`src/rtl/stream_rsv_pkg.sv`:
```
package stream_rsv_pkg;

    typedef enum logic {
        KIND_JOIN  = 1'b0,
        KIND_LEAVE = 1'b1
    } msg_kind_e;

endpackage

```
`src/rtl/rsv_pick_first.sv`:
```
module rsv_pick_first #(
    parameter int N  = 4,
    parameter int IW = 2
) (
    input  logic [N-1:0]  req,
    output logic          found,
    output logic [IW-1:0] idx
);
    always_comb begin
        found = 1'b0;
        idx   = '0;
        for (int i = N - 1; i >= 0; i--) begin
            if (req[i]) begin
                found = 1'b1;
                idx   = IW'(i);
            end
        end
    end
endmodule

```
`src/rtl/rsv_silence_timer.sv`:
```
module rsv_silence_timer #(
    parameter int CNT_W = 8
) (
    input  logic             clk,
    input  logic             rst_n,
    input  logic             active,
    input  logic             arm,
    input  logic             tick,
    input  logic             seen,
    input  logic [CNT_W-1:0] limit,
    output logic             expired
);
    typedef struct packed {
        logic [CNT_W-1:0] cnt;
        logic             exp;
    } tmr_t;

    tmr_t tmr_d, tmr_q;

    always_comb begin
        tmr_d = tmr_q;
        if (!active || arm) begin
            tmr_d = '0;
        end else if (seen) begin
            tmr_d.cnt = '0;
        end else if (tick && !tmr_q.exp) begin
            if (tmr_q.cnt >= limit) tmr_d.exp = 1'b1;
            else                    tmr_d.cnt = tmr_q.cnt + 1'b1;
        end
    end

    always_ff @(posedge clk) begin
        if (!rst_n) tmr_q <= '0;
        else        tmr_q <= tmr_d;
    end

    assign expired = tmr_q.exp;

    // expiry is only raised by an unanswered cycle strobe
    p_expire_on_tick_r10: assert property (@(posedge clk) disable iff (!rst_n)
        $rose(tmr_q.exp) |-> $past(tick && !seen && active));
endmodule

```
`src/rtl/stream_rsv_mgr.sv`:
```
module stream_rsv_mgr
    import stream_rsv_pkg::*;
#(
    parameter int N_SLOTS = 4,
    parameter int ID_W    = 8,
    parameter int BW_W    = 12,
    parameter int BUD_W   = 16,
    parameter int DLY_W   = 16,
    parameter int LC_W    = 4,
    parameter int CNT_W   = 8
) (
    input  logic             clk,
    input  logic             rst_n,
    input  logic [BUD_W-1:0] cfg_budget,
    input  logic [DLY_W-1:0] cfg_hop_delay,
    input  logic [CNT_W-1:0] cfg_silence_limit,
    input  logic             msg_valid,
    input  logic             msg_leave,
    input  logic [ID_W-1:0]  msg_stream_id,
    input  logic [BW_W-1:0]  msg_bw,
    input  logic [DLY_W-1:0] msg_delay,
    input  logic             cycle_tick,
    input  logic             pkt_seen,
    input  logic [ID_W-1:0]  pkt_stream_id,
    output logic             rsp_valid,
    output logic [ID_W-1:0]  rsp_stream_id,
    output logic             rsp_forward,
    output logic             rsp_unavail,
    output logic [DLY_W-1:0] rsp_delay,
    output logic             td_valid,
    output logic [ID_W-1:0]  td_stream_id
);
    localparam int SLOT_W = (N_SLOTS > 1) ? $clog2(N_SLOTS) : 1;
    localparam logic [LC_W-1:0] LC_MAX = {LC_W{1'b1}};

    typedef struct packed {
        logic             valid;
        logic [ID_W-1:0]  id;
        logic [BW_W-1:0]  bw;
        logic [LC_W-1:0]  lcnt;
    } entry_t;

    typedef struct packed {
        entry_t [N_SLOTS-1:0] tbl;
        logic [BUD_W-1:0]     used;
        logic                 rsp_valid;
        logic [ID_W-1:0]      rsp_id;
        logic                 rsp_fwd;
        logic                 rsp_unav;
        logic [DLY_W-1:0]     rsp_dly;
        logic                 td_valid;
        logic [ID_W-1:0]      td_id;
    } state_t;

    state_t st_d, st_q;

    logic [N_SLOTS-1:0] valid_vec, exp_vec, hit_vec, free_vec, arm_vec;
    logic               exp_found, hit_found, free_found;
    logic [SLOT_W-1:0]  exp_idx, hit_idx, free_idx;
    msg_kind_e          kind;
    logic [DLY_W:0]     dly_sum;
    logic [DLY_W-1:0]   dly_hop;
    logic [BUD_W:0]     need;

    assign kind    = msg_leave ? KIND_LEAVE : KIND_JOIN;
    assign dly_sum = {1'b0, msg_delay} + {1'b0, cfg_hop_delay};
    assign dly_hop = dly_sum[DLY_W] ? {DLY_W{1'b1}} : dly_sum[DLY_W-1:0];

    // per-slot silence supervision; slot in teardown counts as free, not as a hit
    for (genvar g = 0; g < N_SLOTS; g++) begin : g_slot
        assign valid_vec[g] = st_q.tbl[g].valid;
        assign hit_vec[g]   = st_q.tbl[g].valid && (st_q.tbl[g].id == msg_stream_id)
                              && !(exp_found && exp_idx == SLOT_W'(g));
        assign free_vec[g]  = !st_q.tbl[g].valid || (exp_found && exp_idx == SLOT_W'(g));

        rsv_silence_timer #(.CNT_W(CNT_W)) tmr_i (
            .clk     (clk),
            .rst_n   (rst_n),
            .active  (st_q.tbl[g].valid),
            .arm     (arm_vec[g]),
            .tick    (cycle_tick),
            .seen    (pkt_seen && (pkt_stream_id == st_q.tbl[g].id)),
            .limit   (cfg_silence_limit),
            .expired (exp_vec[g])
        );
    end

    rsv_pick_first #(.N(N_SLOTS), .IW(SLOT_W)) pick_exp_i (
        .req(exp_vec & valid_vec), .found(exp_found), .idx(exp_idx));
    rsv_pick_first #(.N(N_SLOTS), .IW(SLOT_W)) pick_hit_i (
        .req(hit_vec), .found(hit_found), .idx(hit_idx));
    rsv_pick_first #(.N(N_SLOTS), .IW(SLOT_W)) pick_free_i (
        .req(free_vec), .found(free_found), .idx(free_idx));

    always_comb begin
        st_d          = st_q;
        st_d.rsp_valid = 1'b0;
        st_d.td_valid  = 1'b0;
        arm_vec        = '0;
        need           = '0;

        if (exp_found) begin
            st_d.used                = st_d.used - BUD_W'(st_q.tbl[exp_idx].bw);
            st_d.tbl[exp_idx].valid  = 1'b0;
            st_d.td_valid            = 1'b1;
            st_d.td_id               = st_q.tbl[exp_idx].id;
        end

        if (msg_valid) begin
            st_d.rsp_valid = 1'b1;
            st_d.rsp_id    = msg_stream_id;
            st_d.rsp_fwd   = 1'b1;
            st_d.rsp_unav  = 1'b0;
            st_d.rsp_dly   = msg_delay;
            if (kind == KIND_LEAVE) begin
                if (!hit_found) begin
                    st_d.rsp_unav = 1'b1;
                end else if (st_q.tbl[hit_idx].lcnt > LC_W'(1)) begin
                    st_d.tbl[hit_idx].lcnt = st_q.tbl[hit_idx].lcnt - 1'b1;
                    st_d.rsp_fwd           = 1'b0;
                end else begin
                    st_d.tbl[hit_idx].valid = 1'b0;
                    st_d.used = st_d.used - BUD_W'(st_q.tbl[hit_idx].bw);
                end
            end else begin
                need = {1'b0, st_d.used} + (BUD_W + 1)'(msg_bw);
                if (hit_found) begin
                    st_d.rsp_fwd = 1'b0;
                    if (st_q.tbl[hit_idx].lcnt == LC_MAX) begin
                        st_d.rsp_unav = 1'b1;
                    end else begin
                        st_d.tbl[hit_idx].lcnt = st_q.tbl[hit_idx].lcnt + 1'b1;
                        st_d.rsp_dly           = dly_hop;
                    end
                end else if (free_found && need <= {1'b0, cfg_budget}) begin
                    st_d.tbl[free_idx].valid = 1'b1;
                    st_d.tbl[free_idx].id    = msg_stream_id;
                    st_d.tbl[free_idx].bw    = msg_bw;
                    st_d.tbl[free_idx].lcnt  = LC_W'(1);
                    st_d.used                = need[BUD_W-1:0];
                    st_d.rsp_dly             = dly_hop;
                    arm_vec[free_idx]        = 1'b1;
                end else begin
                    st_d.rsp_unav = 1'b1;
                end
            end
        end
    end

    always_ff @(posedge clk) begin
        if (!rst_n) st_q <= '0;
        else        st_q <= st_d;
    end

    assign rsp_valid     = st_q.rsp_valid;
    assign rsp_stream_id = st_q.rsp_id;
    assign rsp_forward   = st_q.rsp_fwd;
    assign rsp_unavail   = st_q.rsp_unav;
    assign rsp_delay     = st_q.rsp_dly;
    assign td_valid      = st_q.td_valid;
    assign td_stream_id  = st_q.td_id;

    p_rsp_follows_msg_r2: assert property (@(posedge clk) disable iff (!rst_n)
        msg_valid |=> rsp_valid && rsp_stream_id == $past(msg_stream_id));
    p_no_spurious_rsp_r2: assert property (@(posedge clk) disable iff (!rst_n)
        !msg_valid |=> !rsp_valid);
    p_unavail_holds_budget_r4: assert property (@(posedge clk) disable iff (!rst_n)
        rsp_valid && rsp_unavail |-> st_q.used <= $past(st_q.used));
    p_local_holds_budget_r6: assert property (@(posedge clk) disable iff (!rst_n)
        rsp_valid && !rsp_forward |-> st_q.used <= $past(st_q.used));
    p_last_leave_frees_r8: assert property (@(posedge clk) disable iff (!rst_n)
        rsp_valid && rsp_forward && !rsp_unavail && $past(msg_leave)
        |-> $countones(valid_vec) < $past($countones(valid_vec)));
    p_td_needs_expiry_r10: assert property (@(posedge clk) disable iff (!rst_n)
        td_valid |-> $past(|(exp_vec & valid_vec)));
endmodule

```
`config.mk`:
```
export PLATFORM = sky130hd
export DESIGN_NAME = stream_rsv_mgr
export DESIGN_NICKNAME = d
export VERILOG_FILES = /design/src/rtl/stream_rsv_pkg.sv /design/src/rtl/rsv_pick_first.sv /design/src/rtl/rsv_silence_timer.sv /design/src/rtl/stream_rsv_mgr.sv
export SDC_FILE = /design/constraint.sdc
export NUM_CORES = 1
export LEC_CHECK = 0
export BUFFER_PORTS_ARGS = -buffer_cell sky130_fd_sc_hd__buf_2
export CORE_UTILIZATION = 30
export DETAILED_ROUTE_END_ITERATION = 6
export GPL_ROUTABILITY_DRIVEN = 0
export PLACE_DENSITY = 0.43
export SLEW_MARGIN = 20
export SYNTH_ARGS = -nofsm -noshare
export SYNTH_HDL_FRONTEND = slang
export SYNTH_HIERARCHICAL = 1
export SYNTH_SLANG_ARGS = --single-unit
```
`constraint.sdc`:
```
create_clock -name clk -period 10.9 [get_ports clk]
set_input_delay 1.635 -clock clk [delete_from_list [all_inputs] [get_ports clk]]
set_output_delay 1.635 -clock clk [all_outputs]
set_load 0.005 [all_outputs]
```
* After elaboration in Yosys (flattened, before gate mapping)
Index checks and enable logic that the tools add are counted.
** Storage, ports and cells
- Register bits :: 188
- Latch bits :: 0
- Bits in writable memories :: 0
- ROM bits :: 0
- Input port bits :: 90
- Output and inout bits :: 36
- Memories :: 0
** Operators by class
- Add/subtract/negate cells :: 10
- Multipliers :: 0
- Divide/modulo/power cells :: 0
- $lt $le $gt $ge :: 12
- Equal/unequal tests :: 12
- Shifts and indexed selects :: 0
- Muxes and demuxes :: 79
- Bitwise gates (word level) :: 10
- Reductions and logical operators :: 61
** Operator list (number)
- $bwmux 100 :: 8
- $mux 116 :: 4
- $demux 25 s2 :: 7
- $mux 100 :: 3
- $mux 143 :: 1
- $mux 16 :: 8
- $bmux 25 s2 :: 2
- $mux 25 :: 3
- $eq 8x8->1 :: 8
- $mux 24 :: 2
- $add 8x1->8 const B :: 4
- $ge 8x8->1 :: 4
- $sub 16x12->16 :: 2
- $mux 2 :: 13
- $logic_and 1x1->1 :: 24
- $mux 4 :: 6
- $mux 1 :: 19
- $add 16x12->17 :: 1
- $add 16x16->17 :: 1
- $le 17x16->1 :: 1
- $mux 17 :: 1
- $logic_not 1->1 :: 12
- $reduce_and 3->1 :: 4
- $reduce_or 3->1 :: 4
- 16 further kinds :: 42

* Depth between registers and ports, before layout
Gate-level depths: netlist (run 1).
- Depth in word-level cells :: 24
- Depth in mapped cells :: 39

* Modules after synthesis
The synthesis (run 1) kept the hierarchy.
** By module, submodules not included
- stream_rsv_mgr :: times used 1, cells each 1330, area each 11168.2 um^2
- rsv_silence_timer :: times used 4, cells each 77, area each 660.6 um^2
- rsv_pick_first :: times used 3, cells each 7, area each 35.0 um^2

* Worst setup path after synthesis (run 1)
OpenSTA, ideal clock, no wires.
- Path type :: flip-flop to flip-flop
- From :: register g_slot[2].tmr_i.tmr_q (netlist bit g_slot[2].tmr_i/expired)
- To :: register g_slot[1].tmr_i/tmr_q[3] (netlist bit)
- Arrival :: 8.003 ns
- Data required time :: 10.784 ns
- Setup slack :: 2.781 ns
- Cell stages (with the launch flop) :: 39
- Buffers on the path :: 6
- Path through :: dfxtp_1 -> and2_1 -> nand2b_1 -> a21oi_2 -> clkbuf_1 -> clkbuf_1 -> clkbuf_1 -> mux4_2 -> ha_1 -> fa_1 -> nor2b_1 -> o31ai_1 -> a21oi_1 -> xor2_1 -> mux2i_1 -> inv_1 -> ha_1 -> a21o_1 -> [... 3 more ...] -> a21boi_0 -> a211oi_1 -> buf_2 -> xnor2_1 -> ha_1 -> nand2_1 -> nor4_1 -> o2bb2ai_1 -> a22o_1 -> and3_1 -> o211ai_4 -> buf_2 -> inv_1 -> nand3b_1 -> or2_2 -> buf_1 -> nor2_1 -> a31o_2
** On the way
- Word-level cells in the longest chain between the ends :: 21
- Elaborated cells on any way between the ends :: 57
- Those cells by class :: add/sub: 2; order compare: 3; eq/ne: 3; mux: 27; bitwise: 1; reduce/logical: 21
** RTL lines
- from (decl) :: RTL line rsv_silence_timer.sv:18 : tmr_t tmr_d, tmr_q;
- from (signal assigned) :: RTL line rsv_silence_timer.sv:34 : else tmr_q <= tmr_d;
- $and 4x4->4 (*) :: RTL line stream_rsv_mgr.sv:89 : .req(exp_vec & valid_vec), .found(exp_found), .idx(exp_idx));
- $mux 2 (*) (3 in a row) :: RTL line rsv_pick_first.sv:13 : if (req[i]) begin
- via exp_idx[0] :: RTL line stream_rsv_mgr.sv:59 : logic [SLOT_W-1:0] exp_idx, hit_idx, free_idx;
- branches (longest 12 deep; another with $add 16x12->17)
- $mux 4 (*) :: RTL line stream_rsv_mgr.sv:127 : if (hit_found) begin
- $mux 4 (*) :: RTL line stream_rsv_mgr.sv:115 : if (kind == KIND_LEAVE) begin
- $mux 4 (*) :: RTL line stream_rsv_mgr.sv:109 : if (msg_valid) begin
- via arm_vec[1] :: RTL line stream_rsv_mgr.sv:57 : logic [N_SLOTS-1:0] valid_vec, exp_vec, hit_vec, free_vec, arm_vec;
- $logic_or 1x1->1 (*) :: RTL line rsv_silence_timer.sv:22 : if (!active || arm) begin
- $reduce_or 3->1 (no source line) (*)
- to (signal assigned) :: RTL line rsv_silence_timer.sv:34
- to (decl) :: RTL line rsv_silence_timer.sv:18
Mark *: on every way through the listed nets, which the timed path passes. The select of a mux whose other input is x is not followed.
A chain may end at the register's enable or synchronous reset.

* Worst setup path in the final report (run 1)
- From :: register g_slot[2].tmr_i.tmr_q (netlist bit g_slot[2].tmr_i/expired)
- To :: register g_slot[0].tmr_i/tmr_q[3] (netlist bit)
** On the way
- Word-level cells in the longest chain between the ends :: 21
- Elaborated cells on any way between the ends :: 57
- Those cells by class :: add/sub: 2; order compare: 3; eq/ne: 3; mux: 27; bitwise: 1; reduce/logical: 21
** RTL lines (RTL line)
- $and 4x4->4 (*) :: stream_rsv_mgr.sv:89
- $mux 2 (*) (3 in a row) :: rsv_pick_first.sv:13
- via exp_idx[1] :: stream_rsv_mgr.sv:59
- branches (longest 12 deep; another with $add 16x12->17)
- $mux 4 (*) :: stream_rsv_mgr.sv:127
- $mux 4 (*) :: stream_rsv_mgr.sv:115
- $mux 4 (*) :: stream_rsv_mgr.sv:109
- via arm_vec[0] :: stream_rsv_mgr.sv:57
- $logic_or 1x1->1 (*) :: rsv_silence_timer.sv:22
- $reduce_or 3->1 (no source line) (*)
- to (signal assigned) :: rsv_silence_timer.sv:34
- to (decl) :: rsv_silence_timer.sv:18
Marks and branches as above.

==> flow_metrics.tcl, run 1 <==
set metrics [dict create \
    hold_depth 2 \
    topRoutingLayerUsed "met5" \
    finalWirelength_um 43600 \
    antenna_found_initial 1 \
    setup_viol 0 \
    fill_cells 4827 \
    avgRoutedWirePerCell_um 18.8 \
    syn_nets 1860 \
    hpwl_um 33700 \
    rows 78 \
    stdcell_count 2323 \
    drtPass1Iterations 7 \
    ys_seq_elements 188 \
    synthFlopType "dfxtp_1" \
    crit_arrival_ns 9.33 \
    finalHoldViolCount 0 \
    die-area_um2 47300 \
    min-delay-path-class "reg -> reg" \
    slowest_stage "mux4_2" \
    syn_area_um2 13900 \
    ff2ff_path_depth 34 \
    p_int_mw 1.22 \
    cts_max_level 4 \
    regArea_um2 3760 \
    multi_input_area_um2 9150 \
    synth_edf_count 0 \
    fmax_ghz 0.111 \
    cp.required_ns 11.25 \
    status "finished clean" \
    dieWidth_um 217 \
    grt-ovfl-total 0 \
    finalCritPeriodShare_pct 82.5 \
    yosys-top-cells-area "dfxtp_1, ha_1, mux4_2, xnor2_1, o21ai_0" \
    switchingPower_mw 0.581 \
    post_cts_buffers 0 \
    yosys_warnings 6 \
    cts_hold_buf 0 \
    wl_met1_um 20400 \
    clockRootBuffer "clkbuf_16" \
    cp_top_family "compound AO/OA/AOI/OAI gates" \
    worst_pin_slew_ns 0.910 \
    final_util_pct 33.9 \
    avgViaCountPerCell 5.17 \
    area_growth_pct 10.9 \
    grt_usage_pct 18.8 \
    drv_slew 0 \
    cp.depth 34 \
    synth.avg_cell_area_um2 8.39 \
    cts-resized-gates 0 \
    ant_nets 0 \
    coreArea_um2 45600 \
    portBuffers 125 \
    netlist_instances 1659 \
    pwr-share-comb_pct 24.8 \
    async_flop_share_pct 0 \
    drc 0 \
    antenna_cells 0 \
    rsz0062_at_grt "no" \
    cp_slowest_stage_delay_ns 0.57 \
    yosysTopAreaCellShare_pct 27.0 \
    maxCapViolCount 0 \
    seqPwrFrac_pct 40.3 \
    dr_wl_met3_um 2080 \
    p_leak_nw 6.28 \
    drt-initial-drc-count 685 \
    total_power_mw 1.80 \
    dp.cells 2292 \
    start_util_pct 30.5 \
    grt_pass1_wl_um 68700 \
    start_kind "flop" \
    cts_tree "done" \
    irDropWorstVdd_mv 0.106 \
    first_global_vias 11900 \
    p_sw_share_pct 32.3 \
    setup_tns_ns 0 \
    fp.dieH_um 217 \
    nNetsFinal 1912 \
    path_buf_inv 4 \
    synth_top_area_cell "dfxtp_1" \
    p_per_area_nw_per_um2 117 \
    synth-seq-area-share_pct 27.0 \
    finClkSkew_ns 0.0182 \
    cts_max_path_buffers 2 \
    holdWs_ns 0.460 \
    crit_fanout 29 \
    end_kind "flop" \
    met2_length_um 20200 \
    vias 12000 \
    drive_gt1_share_pct 15.6 \
    crit_type "reg -> reg" \
    clkTransAtPathRegs_ns 0.07 \
    yosys.cell_types.count 81 \
    power_frac_clock_pct 34.9 \
    ioPinCount 126 \
    grt_max_degree 70 \
    insertion_delay_ns 0.46 \
    cts_buffers 17 \
    relSlewSlack_pct 38.5 \
    period_minus_slack_ns 8.99 \
    cts.sinks 188 \
]
-- logic make-up (layout without fill, tap and decap cells) --
family | after synthesis | count (layout) | synth area share [%]
xor gates and xnor gates | 124 | 124 | 7.80
AOI/OAI and AO/OA | 391 | 391 | 19.4
muxes | 76 | 76 | 8.76
buffers and inverters | 224 | 288 | 7.26
and+or+nand+nor | 545 | 545 | 19.5
DFF | 188 | 188 | 27.0
adders and majority gates | 111 | 111 | 10.2
-- worst register-to-register path: cells and delay by family (launching register included) --
kind,cells,cell delay (ns)
compound gates,11,3.07
xor+xnor,2,0.30
fa+ha+maj,4,1.28
buf+inv,4,0.91
flops,1,0.44
mux,2,0.83
simple gates,11,2.05
-- metrics by stage --
stage / cell area [um2] / setup slack (ns)
final: 15400 / 1.91
after global placement: 14900 / 2.13
after floorplan: 13900 / 2.78
after CTS: 15400 / 1.90
after global routing: 15400 / 0.934
after detailed placement: 14900 / 1.94
-- state kept, by name, summed over array words and instances (netlist names) --
signal,count
g_slot.tmr_i/expired,4
g_slot.tmr_i/tmr_q,32
rsp_delay,16
rsp_forward,1
rsp_stream_id,8
rsp_unavail,1
rsp_valid,1
st_q,116
td_stream_id,8
td_valid,1
-- final timing paths --
kind                                   end  slack (ns)                     from
setup reg to reg  g_slot[0].tmr_i/tmr_q[3]        1.91  g_slot[2].tmr_i/expired
hold / removal                   st_q[129]        0.46                st_q[129]
hold reg to reg                  st_q[129]        0.46                st_q[129]
setup / recovery  g_slot[0].tmr_i/tmr_q[3]        1.91  g_slot[2].tmr_i/expired
-- cell type report --
cell class	count	area share [%]
Clock buffer	18	2.85
Tap cell	600	4.87
Sequential cell	188	24.4
Multi-Input combinational cell	1247	59.3
Inverter	114	2.77
Clock inverter	13	0.868
Timing Repair Buffer	143	4.95
-- cells in the final DEF (no fill, tap or decap), types with 6 or more instances in the layout --
cell	instances
a211oi_1	23
a21oi_1	85
o21a_1	14
nor2_1	136
a31o_2	8
or3_1	21
o21ai_1	6
dfxtp_1	188
nand2b_1	11
mux2_2	6
a21o_1	22
mux4_2	36
o21ai_0	119
nand3b_1	10
nand4_1	29
o221a_1	10
or2_2	12
clkbuf_16	17
nor2b_1	20
o22ai_1	11
a221o_1	6
xnor2_1	84
and2_1	14
nor4_1	11
o2111ai_1	6
o211ai_1	10
nor3_1	28
ha_1	107
nand2_1	96
buf_2	124
mux2i_1	34
and3_1	15
buf_4	19
xor2_1	40
nand3_1	115
inv_1	109
-- power by group through the flow --
stage	clock network, mW	registers [mW]	logic, mW
floorplan	0	0.736	0.329
global placement	0	0.741	0.440
detailed placement	0	0.741	0.444
CTS	0.651	0.726	0.447
global route	0.683	0.728	0.500
finish	0.629	0.726	0.446
-- per-layer routing --
metal,track usage (%),vias up
met5,0,-
met4,5.45,2
met3,3.82,37
met2,31.2,238
met1,24.6,5681
li1,-,6052
-- synth_stat cells, drive strengths merged (30+ instances only) --
cell	instances
dfxtp	188
nor2	137
o21ai	127
nand3	115
inv	113
ha	107
nand2	97
a21oi	90
xnor2	84
buf	62
clkbuf	48
xor2	40
mux4	36
mux2i	34
nor3	30
(Power assumes the default switching activity.)
==> run 2, diff against run 1 <==
- clock period: 10.9 -> 9.26 ns (I/O delays scaled with it)
==> flow_metrics.tcl, run 2 (synthesis results as in run 1) <==
set metrics [dict create \
    drt-initial-drc-count 689 \
    cts_max_path_buffers 2 \
    end_kind "flop" \
    portBuffers 125 \
    min-delay-path-class "reg -> reg" \
    cts_buffers 17 \
    drive_gt1_share_pct 15.7 \
    maxCapViolCount 0 \
    ff2ff_path_depth 30 \
    finalHoldViolCount 0 \
    largest_register "st_q" \
    drv_slew 0 \
    drtPass1Iterations 5 \
    slowest_stage "mux4_2" \
    cts_hold_buf 0 \
    rsz0062_at_grt "no" \
    hpwl_um 33000 \
    avgRoutedWirePerCell_um 18.5 \
    dp.cells 2291 \
    p_per_area_nw_per_um2 138 \
    clkTransAtPathRegs_ns 0.07 \
    fp.dieH_um 217 \
    status "finished clean" \
    cts.sinks 188 \
    cp_slowest_stage_delay_ns 0.57 \
    rows 78 \
    stdcell_count 2324 \
    insertion_delay_ns 0.46 \
    antenna_found_initial 2 \
    avgViaCountPerCell 5.19 \
    finalCritPeriodShare_pct 89.2 \
    finalWirelength_um 43000 \
    vias 12100 \
    largest_register_ffs 116 \
    finClkSkew_ns 0.0146 \
    fmax_ghz 0.121 \
    p_leak_nw 6.29 \
    ioPinCount 126 \
    area_growth_pct 11.0 \
    grt_max_degree 61 \
    layout_commonest_cell "dfxtp_1" \
    grt_pass1_wl_um 69100 \
    crit_fanout 23 \
    final_util_pct 33.9 \
    grt-ovfl-total 0 \
    cts_tree "done" \
    cts_max_level 4 \
    start_kind "flop" \
    relSlewSlack_pct 28.7 \
    layout_common_cells "dfxtp_1, nor2_1, buf_2" \
    crit_type "reg -> reg" \
    post_cts_buffers 0 \
    ant_nets 0 \
    clockRootBuffer "clkbuf_16" \
    coreArea_um2 45600 \
    dieWidth_um 217 \
    die-area_um2 47300 \
    cp.required_ns 9.61 \
    irDropWorstVdd_mv 0.0747 \
    setup_viol 0 \
    first_global_vias 12000 \
    setup_tns_ns 0 \
    crit_arrival_ns 8.61 \
    total_power_mw 2.14 \
    period_minus_slack_ns 8.26 \
    start_util_pct 30.5 \
    hold_depth 2 \
    grt_usage_pct 18.8 \
    drc 0 \
    nNetsFinal 1911 \
    worst_pin_slew_ns 1.07 \
]
-- run 2: cell count changes in the layout (fill, tap and decap cells not counted), sizes merged --
| cell | before | now |
|---|---|---|
| clkinv | 3 | 6 |
| bufinv | 1 | 2 |
| buf | 143 | 142 |
| clkinvlp | 5 | 2 |
| diode | 0 | 1 |
-- run 2: where the power goes --
| group | internal (mW) | switching, mW |
|---|---|---|
| clock | 0.403 | 0.355 |
| sequential | 0.834 | 0.0209 |
| combinational | 0.219 | 0.304 |
-- run 2: stage by stage --
step / cell area, um2 / hold slack (ns) / setup WS, ns
finish: 15400 / 0.458 / 0.996
global route: 15400 / 0.497 / 0.120
CTS: 15400 / 0.462 / 0.691
detailed placement: 14800 / 0.451 / 0.755
global placement: 14800 / 0.445 / 0.898
floorplan: 13900 / 0.432 / 1.14
-- run 2: critical path: cells and delay by family, from the launching register on --
family | cells | cell delay (ns)
flip-flops | 1 | 0.46
AO/OA/AOI/OAI | 11 | 3.22
multiplexers | 2 | 0.83
buffers and inverters | 3 | 0.65
adder cells (fa/ha/maj) | 3 | 0.90
AND/OR/NAND/NOR | 9 | 1.74
XOR/XNOR | 2 | 0.36
-- run 2: final timing paths --
| check | start | endpoint | slack [ns] |
|---|---|---|---|
| worst max register to register | g_slot[3].tmr_i/expired | rsp_delay[0] | 1.0 |
| worst max-delay path | g_slot[3].tmr_i/expired | rsp_delay[0] | 1.0 |
| worst min register to register | st_q[104] | st_q[104] | 0.46 |
| worst min-delay path | st_q[104] | st_q[104] | 0.46 |
-- run 2: what timing repair did --
action	CTS	global route
setup endpoints to repair	0	15
resized for setup	0	2
hold endpoints to repair	0	0
-- run 2: final cells by class --
class	count	area, um2
diodes	1	2.50
clock buffers	18	429
clock inverters	14	158
fillers	4755	30100
inverters	114	428
multi-input cells	1247	9160
flip-flops and latches	188	3760
well taps	600	751
repair buffers	142	756
-- run 2: layer usage --
metal	GRT usage, %	wire (um)	up-vias	share of wire (%)
met1	25.5	20900	5730	49
met4	4.67	685	2	1.6
met2	31.0	19900	229	46
li1	-	-	6060	-
met5	0	13	-	0.030
met3	3.02	1530	30	3.6
